==> src/rtl/led_cfg_pkg.sv <==
package led_cfg_pkg;

   localparam int unsigned CH_DEFAULT   = 16;
   localparam int unsigned DCW_DEFAULT  = 7;
   localparam int unsigned SYNC_DEFAULT = 2;

   typedef enum logic {
      SEL_ONOFF = 1'b0,
      SEL_DC    = 1'b1
   } cfg_sel_e;

   function automatic int unsigned dc_total_bits(input int unsigned ch, input int unsigned w);
      return ch * w;
   endfunction

endpackage

==> src/rtl/led_cfg_sync.sv <==
module led_cfg_sync #(
   parameter int unsigned W      = 1,
   parameter int unsigned STAGES = 2
) (
   input  logic         clk,
   input  logic         rst_n,
   input  logic [W-1:0] d,
   output logic [W-1:0] q
);

   logic [STAGES-1:0][W-1:0] chain;

   always_ff @(posedge clk or negedge rst_n) begin
      if (!rst_n) begin
         chain <= '0;
      end else begin
         chain[0] <= d;
         for (int i = 1; i < int'(STAGES); i++) begin
            chain[i] <= chain[i-1];
         end
      end
   end

   assign q = chain[STAGES-1];

endmodule

==> src/rtl/led_cfg_shreg.sv <==
module led_cfg_shreg #(
   parameter int unsigned W = 16
) (
   input  logic         clk,
   input  logic         rst_n,
   input  logic         shift_en,
   input  logic         din,
   output logic [W-1:0] q
);

   always_ff @(posedge clk or negedge rst_n) begin
      if (!rst_n) begin
         q <= '0;
      end else if (shift_en) begin
         q <= {q[W-2:0], din};
      end
   end

endmodule

==> src/rtl/led_cfg_regs.sv <==
module led_cfg_regs
   import led_cfg_pkg::*;
#(
   parameter int unsigned NUM_CH = CH_DEFAULT,
   parameter int unsigned DC_W   = DCW_DEFAULT,
   localparam int unsigned DC_BITS = NUM_CH * DC_W
) (
   input  logic               clk,
   input  logic               rst_n,
   input  cfg_sel_e           sel,
   input  logic               xlat_lvl,
   input  logic               xlat_rise,
   input  logic [NUM_CH-1:0]  oo_sr,
   input  logic [DC_BITS-1:0] dc_sr,
   output logic [NUM_CH-1:0]  on_q,
   output logic [DC_BITS-1:0] dc_q
);

   logic oo_load;
   logic dc_open;

   assign oo_load = (sel == SEL_ONOFF) && xlat_rise;
   assign dc_open = (sel == SEL_DC) && xlat_lvl;

   for (genvar c = 0; c < int'(NUM_CH); c++) begin : g_ch
      logic            on_r;
      logic [DC_W-1:0] word_r;

      always_ff @(posedge clk or negedge rst_n) begin
         if (!rst_n) begin
            on_r <= 1'b0;
         end else if (oo_load) begin
            on_r <= oo_sr[c];
         end
      end

      always_ff @(posedge clk or negedge rst_n) begin
         if (!rst_n) begin
            word_r <= '0;
         end else if (dc_open) begin
            word_r <= dc_sr[c*DC_W +: DC_W];
         end
      end

      assign on_q[c]               = on_r;
      assign dc_q[c*DC_W +: DC_W]  = word_r;
   end

endmodule

==> src/rtl/led_cfg_loader.sv <==
module led_cfg_loader
   import led_cfg_pkg::*;
#(
   parameter int unsigned NUM_CH      = CH_DEFAULT,
   parameter int unsigned DC_W        = DCW_DEFAULT,
   parameter int unsigned SYNC_STAGES = SYNC_DEFAULT,
   localparam int unsigned DC_BITS    = NUM_CH * DC_W
) (
   input  logic               clk,
   input  logic               rst_n,
   input  logic               ser_clk_i,
   input  logic               ser_din_i,
   input  logic               latch_i,
   input  logic               mode_i,
   output logic               ser_dout_o,
   output logic [NUM_CH-1:0]  chan_on_o,
   output logic [DC_BITS-1:0] chan_dc_o
);

   if (NUM_CH < 2) begin : g_bad_ch
      $error("led_cfg_loader: NUM_CH must be at least 2");
   end
   if (DC_W < 1) begin : g_bad_w
      $error("led_cfg_loader: DC_W must be at least 1");
   end
   if (SYNC_STAGES < 2) begin : g_bad_sync
      $error("led_cfg_loader: SYNC_STAGES must be at least 2");
   end
   if (DC_BITS != dc_total_bits(NUM_CH, DC_W)) begin : g_bad_len
      $error("led_cfg_loader: correction length mismatch");
   end

   logic [3:0] pins_s;
   logic       sclk_s, sin_s, xlat_s, mode_s;
   logic       sclk_d, xlat_d;
   logic       sclk_rise, xlat_rise;
   logic       oo_shift, dc_shift;
   cfg_sel_e   sel;
   logic [NUM_CH-1:0]  oo_sr;
   logic [DC_BITS-1:0] dc_sr;

   led_cfg_sync #(.W(4), .STAGES(SYNC_STAGES)) u_sync (
      .clk   (clk),
      .rst_n (rst_n),
      .d     ({mode_i, latch_i, ser_din_i, ser_clk_i}),
      .q     (pins_s)
   );

   assign {mode_s, xlat_s, sin_s, sclk_s} = pins_s;

   always_ff @(posedge clk or negedge rst_n) begin
      if (!rst_n) begin
         sclk_d <= 1'b0;
         xlat_d <= 1'b0;
      end else begin
         sclk_d <= sclk_s;
         xlat_d <= xlat_s;
      end
   end

   assign sclk_rise = sclk_s & ~sclk_d;
   assign xlat_rise = xlat_s & ~xlat_d;
   assign sel       = mode_s ? SEL_DC : SEL_ONOFF;
   assign oo_shift  = sclk_rise && (sel == SEL_ONOFF);
   assign dc_shift  = sclk_rise && (sel == SEL_DC) && !xlat_s;

   led_cfg_shreg #(.W(NUM_CH)) u_oo_sr (
      .clk      (clk),
      .rst_n    (rst_n),
      .shift_en (oo_shift),
      .din      (sin_s),
      .q        (oo_sr)
   );

   led_cfg_shreg #(.W(DC_BITS)) u_dc_sr (
      .clk      (clk),
      .rst_n    (rst_n),
      .shift_en (dc_shift),
      .din      (sin_s),
      .q        (dc_sr)
   );

   led_cfg_regs #(.NUM_CH(NUM_CH), .DC_W(DC_W)) u_regs (
      .clk       (clk),
      .rst_n     (rst_n),
      .sel       (sel),
      .xlat_lvl  (xlat_s),
      .xlat_rise (xlat_rise),
      .oo_sr     (oo_sr),
      .dc_sr     (dc_sr),
      .on_q      (chan_on_o),
      .dc_q      (chan_dc_o)
   );

   assign ser_dout_o = (sel == SEL_DC) ? dc_sr[DC_BITS-1] : oo_sr[NUM_CH-1];

endmodule

==> config.mk <==
export PLATFORM = sky130hd
export DESIGN_NAME = led_cfg_loader
export DESIGN_NICKNAME = d
export VERILOG_FILES = /design/src/rtl/led_cfg_pkg.sv /design/src/rtl/led_cfg_sync.sv /design/src/rtl/led_cfg_shreg.sv /design/src/rtl/led_cfg_regs.sv /design/src/rtl/led_cfg_loader.sv
export SDC_FILE = /design/constraint.sdc
export NUM_CORES = 1
export LEC_CHECK = 0
export ABC_AREA = 1
export CAP_MARGIN = 25
export CELL_PAD_IN_SITES_DETAIL_PLACEMENT = 2
export CELL_PAD_IN_SITES_GLOBAL_PLACEMENT = 2
export CORE_UTILIZATION = 37
export DETAILED_ROUTE_END_ITERATION = 8
export GPL_TIMING_DRIVEN = 0
export HOLD_SLACK_MARGIN = 0.05
export PLACE_DENSITY_LB_ADDON = 0.1
export SLEW_MARGIN = 20
export SYNTH_ARGS = -nofsm -noshare
export SYNTH_HDL_FRONTEND = slang
export SYNTH_SLANG_ARGS = --single-unit
==> constraint.sdc <==
create_clock -name clk -period 3.55 [get_ports clk]
set_input_delay 0.355 -clock clk [delete_from_list [all_inputs] [get_ports clk]]
set_output_delay 0.355 -clock clk [all_outputs]
set_load 0.005 [all_outputs]
==> out/results.tsv <==
stage	metric	value	unit
floorplanning	die_area	28900	sq um
logic_synthesis	synth_xor_xnor_area_share	0	%
floorplanning	start_util	37.6	%
final_layout	drive_gt1_share	10.2	%
final_layout	areaGrowthSynthToFinish	27.6	%
route	drtPass1Iterations	4	
min_path	terminating_pin_of_the_worst_hold_path	u_sync.chain[0]	
final_layout	fin_nets	1322	
floorplanning	die_x	170	um
sta	setup-violations-final	0	
logic_synthesis	synth_cells	1146	
clocking	tritoncts	done	
worst_setup_path	worstRegToRegCells	8	
worst_setup_path	worstPathRequired	3.19	ns
sta	hold_viol	0	
clocking	cts.htree.levels	1	
power	total_power	6.65	mW
grt	met1_global_route_usage	30.5	%
worst_setup_path	register_to_register_setup_slack	1.87	ns
min_path	hold_start	ser_clk_i	
route	avgRoutedWirePerCell	18.2	um
floorplanning	placeableCoreArea	27800	sq um
outcome	outcome	complete, no violations	
min_path	min-delay-path-class	in -> reg	
logic_synthesis	post_synth_main_area_contributors	dfrtp_1, nand2_1, nand3_1	
logic_synthesis	ys_ff_latch	266	
sta	rsz0062_at_grt	no	
sta	max_freq	364	MHz
power	worst_ir_drop_vdd	289	uV
worst_setup_path	worst_r2r_endpoint	u_dc_sr.q[47]	
route	totalWireLength	31200	um
sta	whs	0.256	ns
clocking	tritoncts.num_buffers	30	
sta	drv_slew	0	
grt	grt_pass1_wl	51500	um
power	cell_area_power_density	499	nW/um^2
logic_synthesis	number_of_synthesized_flops_with_an_enable_pin	0	
power	power.leakage	7.16	nW
clocking	cts_repair_resize_count	0	
worst_setup_path	critical_path_arrival	2.39	ns
logic_synthesis	yosys_most_used_dff	dfrtp_1	
logic_synthesis	syn_nets	1152	
route	antenna_violating_nets_post_route	0	
logic_synthesis	synth_fa_ha_area_share	0	%
logic_synthesis	synth_compound_gate_area_share	0	%
logic_synthesis	most_numerous_cell_in_the_yosys_netlist	nand2_1	
clocking	clock_path_buffers	3	
place	place.gp.congestion	0.759	
place	post-dp-hpwl	20700	um
clocking	clkLatencyLatePin	0.55	ns
clocking	cts.clk_slew.worst_paths	0.06	ns
grt	global_route.overflow_total	0	
logic_synthesis	synth_top_family_by_area	simple AND/OR/NAND/NOR gates	
sta	finClkSkew	0.00891	ns
worst_setup_path	reg2reg_from	u_sync.q[3]	
route	viasPerCell	5.02	
floorplanning	std_cell_rows	61	
clocking	numClockSinks	266	
logic_synthesis	synth-warning-count	0	
logic_synthesis	synthesis.area	10500	sq um
logic_synthesis	muxShareOfSynthArea	0	%
worst_setup_path	cp-end-kind	primary output	
worst_setup_path	worst-setup-path-type	reg -> out	
final_layout	insertedDiodeCount	0	
sta	timing.final.crit_share	77.4	%
logic_synthesis	yosysTopAreaCellShare	63.7	%
worst_setup_path	timing.critical_path.fanout_max	10	
final_layout	post-route-util	48.0	%
worst_setup_path	crit_path_start_kind	flip-flop	
logic_synthesis	synth-async-reset-ratio	100	%
clocking	clockRootBuffer	clkbuf_16	
final_layout	fill_cell_count	3003	
logic_synthesis	synth.distinct_cells	14	
logic_synthesis	netlist_top_cells_count	nand2_1, dfrtp_1, nand3_1	
floorplanning	boundaryPins	135	
min_path	number_of_cells_on_the_worst_hold_path	1	
flow_run	max-cap-violations	0	
grt	groute.layer.met2.usage	38.8	%
route	drc_errors	0	
logic_synthesis	avgSynthCellArea	9.12	sq um
grt	grt_pass1_vias	9491	
grt	gr_busiest_metal	met2	
logic_synthesis	yosys.area_share.simple	31.2	%
logic_synthesis	yosysSeqAreaShare	63.7	%
grt	grt_max_degree	94	
floorplanning	floorplan.die.height	170	um
grt	grt_use_met3	2.42	%
route	initialDrtViolationCount	506	
sta	tightest_slew	0.647	ns
place	placement.io_buffers	134	
route	route.vias.total	8608	
sta	relSlewSlack	56.9	%
grt	antenna_found_initial	0	
grt	grt_usage	22.5	%
logic_synthesis	synth_top_area_cell	dfrtp_1	
sta	post-route-min-period	2.75	ns
==> layout make-up <==
type                    count  area (sq um)  share of cell area (%)
clock inverters             6          57.6                   0.432
flip-flops and latches    266          6660                    49.9
repair buffers            138          1440                    10.8
well taps                 378           473                    3.55
inverters                   4          15.0                   0.113
plain buffers              97           518                    3.89
clock buffers              46           912                    6.84
multi-input cells         779          3260                    24.5
==> how the worst max path moves through the flow <==
| stage | slack [ns] | to | start |
|---|---|---|---|
| final | 0.80 | ser_dout_o | u_sync.q[3] |
| after global routing | 0.65 | ser_dout_o | u_sync.q[3] |
| after CTS | 0.71 | ser_dout_o | u_sync.q[3] |
| after detailed placement | 1.30 | ser_dout_o | u_sync.q[3] |
| after global placement | -9.96 | u_dc_sr.q[39] | rst_n |
| after floorplan | 2.19 | ser_dout_o | u_sync.q[3] |
==> flip-flops by register name (all words and copies together), names as in the netlist <==
| name | flops |
|---|---|
| u_sync.chain | 4 |
| u_regs.g_ch.on_r | 16 |
| u_dc_sr.q | 112 |
| u_oo_sr.q | 16 |
| xlat_d | 1 |
| u_regs.g_ch.word_r | 112 |
| sclk_d | 1 |
| u_sync.q | 4 |
==> layer usage <==
metal / part of all wire, % / vias up / wire length, um
li1: - / 3992 / -
met1: 47 / 4459 / 14600
met5: 0 / - / 0
met3: 2.4 / 31 / 764
met2: 50 / 126 / 15500
met4: 1.3 / 0 / 401
==> through the flow <==
step | TNS [ns] | setup slack (ns) | cells | area [sq um]
4_1_cts | 0 | 0.709 | 1714 | 13300
3_3_place_gp | -2642.65 | -9.96 | 1658 | 12300
3_5_place_dp | 0 | 1.30 | 1661 | 12400
5_1_grt | 0 | 0.654 | 1714 | 13300
2_1_floorplan | 0 | 2.19 | 1146 | 10500
6_report | 0 | 0.801 | 1714 | 13300
==> worst max-delay path, stage by stage (launching register included) <==
cell	delay (ns)
dfrtp_1	0.31
buf_2	0.20
buf_2	0.35
buf_2	0.30
nand2_1	0.10
nand2_1	0.09
clkdlybuf4s50_1	0.50
==> logic make-up (layout without fill, tap and decap cells) <==
kind of cell           after synthesis  after routing
AND/OR/NAND/NOR                    779            779
flip-flops                         266            266
buffers and inverters              101            291
==> what timing repair did <==
action / in CTS / in global routing
endpoints found under the hold margin: 43 / 0
hold buffers: 1 / 0
buffers inserted: 0 / 0
endpoints found under the setup margin: 0 / 0
==> power by group <==
group | switching (mW) | internal [mW]
Combinational | 0.277 | 0.160
Clock | 1.23 | 1.82
Sequential | 0.0562 | 3.11
==> cells in the final DEF, fill, tap and decap left out, types with 2 or more instances in the layout <==
cell type / count
dfrtp_1: 266
clkbuf_16: 31
buf_2: 63
buf_16: 3
clkdlybuf4s50_1: 133
clkbuf_8: 8
inv_1: 2
buf_4: 20
clkbuf_1: 21
clkinv_2: 4
nand2_1: 535
nand3_1: 224
nand4_1: 16
Note: power is estimated with default switching activity, not from simulation.
